==> config.mk <==
export PLATFORM = sky130hd
export DESIGN_NAME = win_fetch_dma
export DESIGN_NICKNAME = d
export VERILOG_FILES = /design/src/rtl/win_dma_pkg.sv /design/src/rtl/win_seq.sv /design/src/rtl/win_lane.sv /design/src/rtl/win_bank.sv /design/src/rtl/win_fetch_dma.sv
export SDC_FILE = /design/constraint.sdc
export NUM_CORES = 2
export LEC_CHECK = 0
export BUFFER_PORTS_ARGS = -buffer_cell sky130_fd_sc_hd__buf_2
export CAP_MARGIN = 0
export CORE_UTILIZATION = 50
export CTS_CLUSTER_DIAMETER = 40
export DETAILED_ROUTE_END_ITERATION = 12
export GPL_TIMING_DRIVEN = 0
export PLACE_DENSITY_LB_ADDON = 0.05
export SYNTH_ARGS = -nofsm -noshare
export SYNTH_HDL_FRONTEND = slang
export SYNTH_HIERARCHICAL = 1
export SYNTH_SLANG_ARGS = --single-unit
export TNS_END_PERCENT = 20
==> constraint.sdc <==
create_clock -name clk -period 11.2 [get_ports clk]
set_input_delay 1.12 -clock clk [delete_from_list [all_inputs] [get_ports clk]]
set_output_delay 1.12 -clock clk [all_outputs]
set_load 0.02 [all_outputs]
==> src/rtl/win_dma_pkg.sv <==
package win_dma_pkg;

  typedef enum logic [1:0] {
    S_IDLE,
    S_FETCH,
    S_WAIT,
    S_WRITE
  } seq_state_e;

  // Signed address offset of window tap (row-major over dy, dx in -1..+1)
  function automatic int tap_offset(input int tap, input int row_len);
    int dy;
    int dx;
    dy = (tap / 3) - 1;
    dx = (tap % 3) - 1;
    return dy * row_len + dx;
  endfunction

endpackage

==> src/rtl/win_seq.sv <==
module win_seq
  import win_dma_pkg::*;
#(
  parameter int LANES    = 8,
  parameter int COLS     = 510,
  parameter int CORR_LAT = 1
) (
  input  logic                                   clk,
  input  logic                                   rst_n,
  input  logic                                   start,
  output logic                                   begin_pass,
  output logic                                   fetch,
  output logic [3:0]                             tap,
  output logic                                   load_q,
  output logic [3:0]                             load_tap,
  output logic                                   cap_stb,
  output logic                                   wr_phase,
  output logic [((LANES > 1) ? $clog2(LANES) : 1)-1:0] wr_lane,
  output logic                                   col_step,
  output logic                                   done
);

  localparam int LANE_W = (LANES > 1) ? $clog2(LANES) : 1;
  localparam int COL_W  = (COLS > 1) ? $clog2(COLS) : 1;
  localparam int LAT_W  = $clog2(CORR_LAT + 1) + 1;
  localparam int LAST_TAP = 8;

  seq_state_e          st;
  logic [3:0]          tap_q;
  logic [LAT_W-1:0]    wcnt;
  logic [LANE_W-1:0]   lane_q;
  logic [COL_W-1:0]    col_q;
  logic                done_q;
  logic                load_r;
  logic [3:0]          ltap_r;

  // Named events used by the datapath and by the assertions
  logic last_tap, last_wait, last_lane, last_col, pass_end;

  assign last_tap   = (tap_q == 4'(LAST_TAP));
  assign last_wait  = (wcnt == LAT_W'(CORR_LAT));
  assign last_lane  = (lane_q == LANE_W'(LANES - 1));
  assign last_col   = (col_q == COL_W'(COLS - 1));
  assign begin_pass = (st == S_IDLE) && start;
  assign fetch      = (st == S_FETCH);
  assign cap_stb    = (st == S_WAIT) && last_wait;
  assign wr_phase   = (st == S_WRITE);
  assign col_step   = wr_phase && last_lane && !last_col;
  assign pass_end   = wr_phase && last_lane && last_col;

  assign tap      = tap_q;
  assign load_q   = load_r;
  assign load_tap = ltap_r;
  assign wr_lane  = lane_q;
  assign done     = done_q;

  always_ff @(posedge clk or negedge rst_n) begin
    if (!rst_n) begin
      st     <= S_IDLE;
      tap_q  <= '0;
      wcnt   <= '0;
      lane_q <= '0;
      col_q  <= '0;
      done_q <= 1'b0;
      load_r <= 1'b0;
      ltap_r <= '0;
    end else begin
      load_r <= (st == S_FETCH);
      ltap_r <= tap_q;
      if (begin_pass)    done_q <= 1'b0;
      else if (pass_end) done_q <= 1'b1;
      case (st)
        S_IDLE: begin
          if (start) begin
            st    <= S_FETCH;
            tap_q <= '0;
            col_q <= '0;
          end
        end
        S_FETCH: begin
          if (last_tap) begin
            st   <= S_WAIT;
            wcnt <= '0;
          end else begin
            tap_q <= tap_q + 4'd1;
          end
        end
        S_WAIT: begin
          if (last_wait) begin
            st     <= S_WRITE;
            lane_q <= '0;
          end else begin
            wcnt <= wcnt + LAT_W'(1);
          end
        end
        S_WRITE: begin
          if (last_lane) begin
            tap_q <= '0;
            if (last_col) begin
              st <= S_IDLE;
            end else begin
              st    <= S_FETCH;
              col_q <= col_q + COL_W'(1);
            end
          end else begin
            lane_q <= lane_q + LANE_W'(1);
          end
        end
        default: st <= S_IDLE;
      endcase
    end
  end

  AST_TAP_SEQUENCE: assert property (@(posedge clk) disable iff (!rst_n)
    (load_r && ltap_r != 4'd0) |-> ($past(load_r) && $past(ltap_r) == ltap_r - 4'd1));
  AST_COL_BOUND: assert property (@(posedge clk) disable iff (!rst_n)
    col_q < COL_W'(COLS));
  AST_WRITE_AFTER_CAPTURE: assert property (@(posedge clk) disable iff (!rst_n)
    (wr_phase && lane_q == '0) |-> $past(cap_stb));

endmodule

==> src/rtl/win_lane.sv <==
module win_lane
  import win_dma_pkg::*;
#(
  parameter int ADDR_W  = 20,
  parameter int IDX_W   = 18,
  parameter int LANE_W  = 3,
  parameter int LANE_ID = 0,
  parameter int ROW_LEN = 512,
  parameter int IMG_PIX = 262144
) (
  input  logic              clk,
  input  logic              rst_n,
  input  logic              cfg_we,
  input  logic [LANE_W-1:0] cfg_lane,
  input  logic [IDX_W-1:0]  cfg_idx,
  input  logic              begin_pass,
  input  logic              col_step,
  input  logic              fetch,
  input  logic [3:0]        tap,
  input  logic [ADDR_W-1:0] img_base,
  output logic [ADDR_W-1:0] rd_addr,
  output logic [IDX_W-1:0]  centre
);

  logic [IDX_W-1:0]  first_q;
  logic [IDX_W-1:0]  centre_q;
  logic [ADDR_W-1:0] rel_addr;

  always_ff @(posedge clk or negedge rst_n) begin
    if (!rst_n) begin
      first_q  <= '0;
      centre_q <= '0;
    end else begin
      if (cfg_we && cfg_lane == LANE_W'(LANE_ID)) first_q <= cfg_idx;
      if (begin_pass)    centre_q <= first_q;
      else if (col_step) centre_q <= centre_q + IDX_W'(1);
    end
  end

  assign rel_addr = ADDR_W'(centre_q) + ADDR_W'(tap_offset(int'(tap), ROW_LEN));
  assign rd_addr  = img_base + rel_addr;
  assign centre   = centre_q;

  AST_RD_IN_IMAGE: assert property (@(posedge clk) disable iff (!rst_n)
    fetch |-> ((rd_addr - img_base) < ADDR_W'(IMG_PIX)));

endmodule

==> src/rtl/win_bank.sv <==
module win_bank #(
  parameter int LANES  = 8,
  parameter int RES_W  = 32,
  parameter int ADDR_W = 20,
  parameter int IDX_W  = 18,
  parameter int LANE_W = 3
) (
  input  logic                    clk,
  input  logic                    rst_n,
  input  logic                    cap_stb,
  input  logic [LANES*RES_W-1:0]  lane_res,
  input  logic                    wr_phase,
  input  logic [LANE_W-1:0]       wr_lane,
  input  logic [LANES*IDX_W-1:0]  centres,
  input  logic [ADDR_W-1:0]       res_base,
  output logic                    wr_en,
  output logic [ADDR_W-1:0]       wr_addr,
  output logic [RES_W-1:0]        wr_data
);

  logic [RES_W-1:0] cap_q [LANES];
  logic [IDX_W-1:0] sel_centre;

  always_ff @(posedge clk or negedge rst_n) begin
    if (!rst_n) begin
      for (int i = 0; i < LANES; i++) cap_q[i] <= '0;
    end else if (cap_stb) begin
      for (int i = 0; i < LANES; i++) cap_q[i] <= lane_res[i*RES_W +: RES_W];
    end
  end

  assign sel_centre = centres[wr_lane*IDX_W +: IDX_W];
  assign wr_en      = wr_phase;
  assign wr_addr    = res_base + ADDR_W'(sel_centre);
  assign wr_data    = cap_q[wr_lane];

  AST_WR_LANE_ORDER: assert property (@(posedge clk) disable iff (!rst_n)
    (wr_phase && wr_lane != '0) |-> ($past(wr_phase) && $past(wr_lane) == wr_lane - LANE_W'(1)));

endmodule

==> src/rtl/win_fetch_dma.sv <==
module win_fetch_dma #(
  parameter int LANES    = 8,
  parameter int IMG_W    = 512,
  parameter int IMG_H    = 512,
  parameter int PIX_W    = 16,
  parameter int RES_W    = 32,
  parameter int ADDR_W   = 20,
  parameter int CORR_LAT = 1
) (
  input  logic                    clk,
  input  logic                    rst_n,
  input  logic                    start,
  input  logic                    cfg_we,
  input  logic [((LANES > 1) ? $clog2(LANES) : 1)-1:0] cfg_lane,
  input  logic [$clog2(IMG_W*IMG_H)-1:0] cfg_idx,
  input  logic [ADDR_W-1:0]       img_base,
  input  logic [ADDR_W-1:0]       res_base,
  output logic                    rd_en,
  output logic [LANES*ADDR_W-1:0] rd_addr,
  input  logic [LANES*PIX_W-1:0]  rd_data,
  output logic                    lane_load,
  output logic [3:0]              lane_tap,
  output logic [LANES*PIX_W-1:0]  lane_pix,
  input  logic [LANES*RES_W-1:0]  lane_res,
  output logic                    wr_en,
  output logic [ADDR_W-1:0]       wr_addr,
  output logic [RES_W-1:0]        wr_data,
  output logic                    done
);

  localparam int LANE_W  = (LANES > 1) ? $clog2(LANES) : 1;
  localparam int IMG_PIX = IMG_W * IMG_H;
  localparam int IDX_W   = $clog2(IMG_PIX);
  localparam int COLS    = IMG_W - 2;

  logic              begin_pass, fetch, cap_stb, wr_phase, col_step;
  logic [3:0]        tap;
  logic [LANE_W-1:0] wr_lane;
  logic [LANES*IDX_W-1:0] centres;

  win_seq #(
    .LANES(LANES), .COLS(COLS), .CORR_LAT(CORR_LAT)
  ) u_seq (
    .clk(clk), .rst_n(rst_n), .start(start),
    .begin_pass(begin_pass), .fetch(fetch), .tap(tap),
    .load_q(lane_load), .load_tap(lane_tap), .cap_stb(cap_stb),
    .wr_phase(wr_phase), .wr_lane(wr_lane), .col_step(col_step),
    .done(done)
  );

  for (genvar g = 0; g < LANES; g++) begin : g_lane
    win_lane #(
      .ADDR_W(ADDR_W), .IDX_W(IDX_W), .LANE_W(LANE_W), .LANE_ID(g),
      .ROW_LEN(IMG_W), .IMG_PIX(IMG_PIX)
    ) u_lane (
      .clk(clk), .rst_n(rst_n), .cfg_we(cfg_we), .cfg_lane(cfg_lane),
      .cfg_idx(cfg_idx), .begin_pass(begin_pass), .col_step(col_step),
      .fetch(fetch), .tap(tap), .img_base(img_base),
      .rd_addr(rd_addr[g*ADDR_W +: ADDR_W]),
      .centre(centres[g*IDX_W +: IDX_W])
    );
  end

  win_bank #(
    .LANES(LANES), .RES_W(RES_W), .ADDR_W(ADDR_W), .IDX_W(IDX_W), .LANE_W(LANE_W)
  ) u_bank (
    .clk(clk), .rst_n(rst_n), .cap_stb(cap_stb), .lane_res(lane_res),
    .wr_phase(wr_phase), .wr_lane(wr_lane), .centres(centres),
    .res_base(res_base), .wr_en(wr_en), .wr_addr(wr_addr), .wr_data(wr_data)
  );

  assign rd_en    = fetch;
  assign lane_pix = rd_data;

  AST_NO_RD_WR_OVERLAP: assert property (@(posedge clk) disable iff (!rst_n)
    !(rd_en && wr_en));
  AST_LOAD_AFTER_READ: assert property (@(posedge clk) disable iff (!rst_n)
    lane_load |-> $past(rd_en));
  AST_QUIET_WHEN_DONE: assert property (@(posedge clk) disable iff (!rst_n)
    done |-> (!rd_en && !wr_en && !lane_load));

endmodule

==> impl_metrics.yaml <==
clock_tree:
  cts_setup_buffers: 0
  clk_pin_slew_ns: 0.06
  post_cts_resized: 0
  cts_tree: "built"
  cts_root_buf: "clkbuf_16"
  cts_inserted_buffers: 87
  cts_sinks: 570
  clk_latency_ns: 0.66
  clk_path_buf_depth: 3
  ctsHoldBuffers: 0
  cts_max_level: 3
power:
  swShare_pct: 31.9
  power.internal_uw: 4630
  pwr-share-comb_pct: 26.0
  leakage_uw: 0.0274
  ir_drop_uv: 129
  power.switching_uw: 2170
  power_frac_seq_pct: 33.9
  clkPwrFrac_pct: 40.0
  power_density_mw_per_mm2: 117
logic_synthesis:
  synth-seq-cells: 570
  synth_area_mm2: 0.0501
  syn_avg_cell_area_um2: 9.98
  synthCells: 5019
  syn_nets: 6156
  yosysSeqAreaShare_pct: 28.5
  synth_edf_count: 0
  ys_warn_count: 6
  ys_types: 138
  synthFlopType: "dfrtp_1"
  synthArstFlopShare_pct: 100
route:
  routedWlPerCell_um: 22.3
  num_vias: 39900
  ant_nets: 0
  drt_iter0_markers: 2652
  drc: 0
  viasPerCell: 5.58
  routed_wl_um: 160000
  first_pass_iters: 6
floorplanning:
  ios: 797
  coreArea_mm2: 0.0989
  dieArea_mm2: 0.101
  die_h_um: 319
  rows: 115
  initial_core_util_pct: 50.7
  die_w_um: 319
layout:
  fin_nets: 6922
  ff_latch_area_mm2: 0.0143
  layout_commonest_cell: "inv_1"
  area_growth_pct: 16.4
  drive_gt1_share_pct: 28.7
  multi_input_area_mm2: 0.0313
  fillers: 8775
  fin_cells: 7157
  most-common-layout-cells: "inv_1 (761), buf_2 (697), dfrtp_1 (566), ha_1 (483), mux2_2 (454)"
critical_path:
  cp.arrival_ns: 8.13
  crit_slowest_cell: "dfrtp_2"
  cpPeakStageDelay_ns: 0.61
  cp_max_fo: 11
  crit_type: "flip-flop to primary output"
  critPathBufInv: 6
  required_ns: 10.08
  crit_family: "adder cells"
  start_kind: "flip-flop"
  path_common_cell: "ha_1"
  crit_path_end_kind: "primary output"
sta:
  period_needed_ns: 9.25
  hold_viol: 0
  rsz0062_at_grt: "false"
  hold_ws_ns: 0.447
  fin_crit_sh_pct: 82.6
  fmax_mhz: 108
  fin_ws_ns: 1.95
  fin_worst_skew_ns: 0.0451
  worst_slew_pin_slew_ns: 1.09
  maxSlewViolCount: 0
  relSlewSlack_pct: 27.6
  finalSetupViolCount: 0
global_routing:
  antenna_found_initial: 36
  grt_pass1_wl_um: 242000
  grtUsageTotal_pct: 31.4
  grt_max_degree: 120
  grt_pass1_vias: 39900
  overflow: 0
min_path:
  holdCritPathClass: "primary input to asynchronous set/reset pin"
placed_design:
  place_ws_ns: 2.68
  portBuffers: 668
  gp_congestion: 0.929
  placed_cells: 6983
  dp_hpwl_um: 126000
status:
  outcome: "finished clean"
flow_run:
  maxCapViolCount: 0
[cells in the mapped netlist (all sizes together), types with 13 or more instances]
cell	count	area, µm²
nor2b	50	338
o211ai	17	138
nand3	92	495
a21boi	17	146
nor4	23	156
clkbuf	104	392
xnor2	303	2650
mux2	457	5150
a211oi	21	200
inv	768	2890
o21ai	269	1390
nand2	344	1330
o21bai	13	101
buf	177	1290
a21oi	176	892
or3	23	154
a21o	36	272
mux4	100	2250
nand2b	32	215
xor2	43	377
o31ai	16	125
o22ai	15	106
nor3	65	347
nor2	197	780
mux2i	28	309
and3	24	161
and2	26	173
nand4	45	282
dfrtp	570	14300
ha	483	6040
a31oi	24	180
nand3b	14	125
o21a	43	323
fa	205	4100
[state kept, by name (all words and copies together), names as in the netlist]
signal and flops:
g_lane.u_lane/first_q 144, u_seq/done 1, u_seq/st 2, u_seq/wcnt 2
g_lane.u_lane/centre 144, u_bank/cap_q 256, u_seq/load_tap 4, u_seq/wr_lane 3
u_seq/tap 4, u_seq/col_q 9, u_seq/load_q 1
[cell type report]
class | count | share of cell area [%]
sequential | 570 | 24.5
clock buffer | 111 | 4.13
buffer | 281 | 2.89
timing repair buffer | 677 | 6.13
tap | 1287 | 2.76
multi-input combinational | 3400 | 53.6
clock inverter | 47 | 0.938
inverter | 768 | 4.95
antenna | 16 | 0.0687
[power groups by stage]
stage	registers (µW)	clock network (µW)	logic, µW
after detailed placement	2340	0	1780
final	2310	2720	1770
after global placement	2340	0	1760
after floorplan	2310	0	1210
after global routing	2330	2850	1950
after CTS	2310	2760	1790
[logic make-up (layout without fill, tap and decap cells)]
kind of cell	after synthesis	count (layout)	share of synthesized area, %
fa+ha+maj	688	688	20.3
flops	570	570	28.5
xor+xnor	347	347	6.10
other cells	0	16	0
simple gates	1010	1010	10.5
buf+inv	1049	1884	9.12
compound gates	770	770	10.2
mux	585	585	15.4
[final timing paths]
check	startpoint	endpoint	slack, ns	depth (start not counted)
worst max register to register	u_seq/st[1]	g_lane[1].u_lane/centre[16]	7.57	12
worst min-delay path	rst_n	u_bank/cap_q[198]	0.45	1
worst min register to register	g_lane[6].u_lane/first_q[10]	g_lane[6].u_lane/centre[10]	0.47	2
worst max-delay path	u_seq/tap[2]	rd_addr[57]	1.95	26
max in group asynchronous	rst_n	u_seq/load_tap[3]	9.35	3
min in group clk	g_lane[6].u_lane/first_q[10]	g_lane[6].u_lane/centre[10]	0.47	2
[through the flow]
stage	TNS, ns	total power, µW	cell area, µm²	util (%)
final	0	6800	58300	59.0
after global routing	0	7120	58300	59.0
after CTS	0	6860	58200	58.9
after detailed placement	0	4120	55300	55.9
after global placement	-1924.79	4100	55000	55.7
after floorplan	0	3520	50100	-
[worst register-to-register path, delay by kind of cell (launching register included)]
family	cells	cell delay, ns
flops	1	0.43
buf+inv	3	0.71
compound gates	1	0.07
xor+xnor	1	0.15
simple gates	6	1.90
fa+ha+maj	1	0.26
[per-layer routing]
metal  part of all wire [%]  wire, µm  GRT usage (%)  vias up
met5                   0.16       261              0        -
met2                     48     76400           52.1     1304
met4                    4.2      6640           12.4       44
met3                    6.8     10800           6.59      304
li1                       -         -              -    18600
met1                     41     65600           39.9    19600
Power figures use the tool's default switching activity.
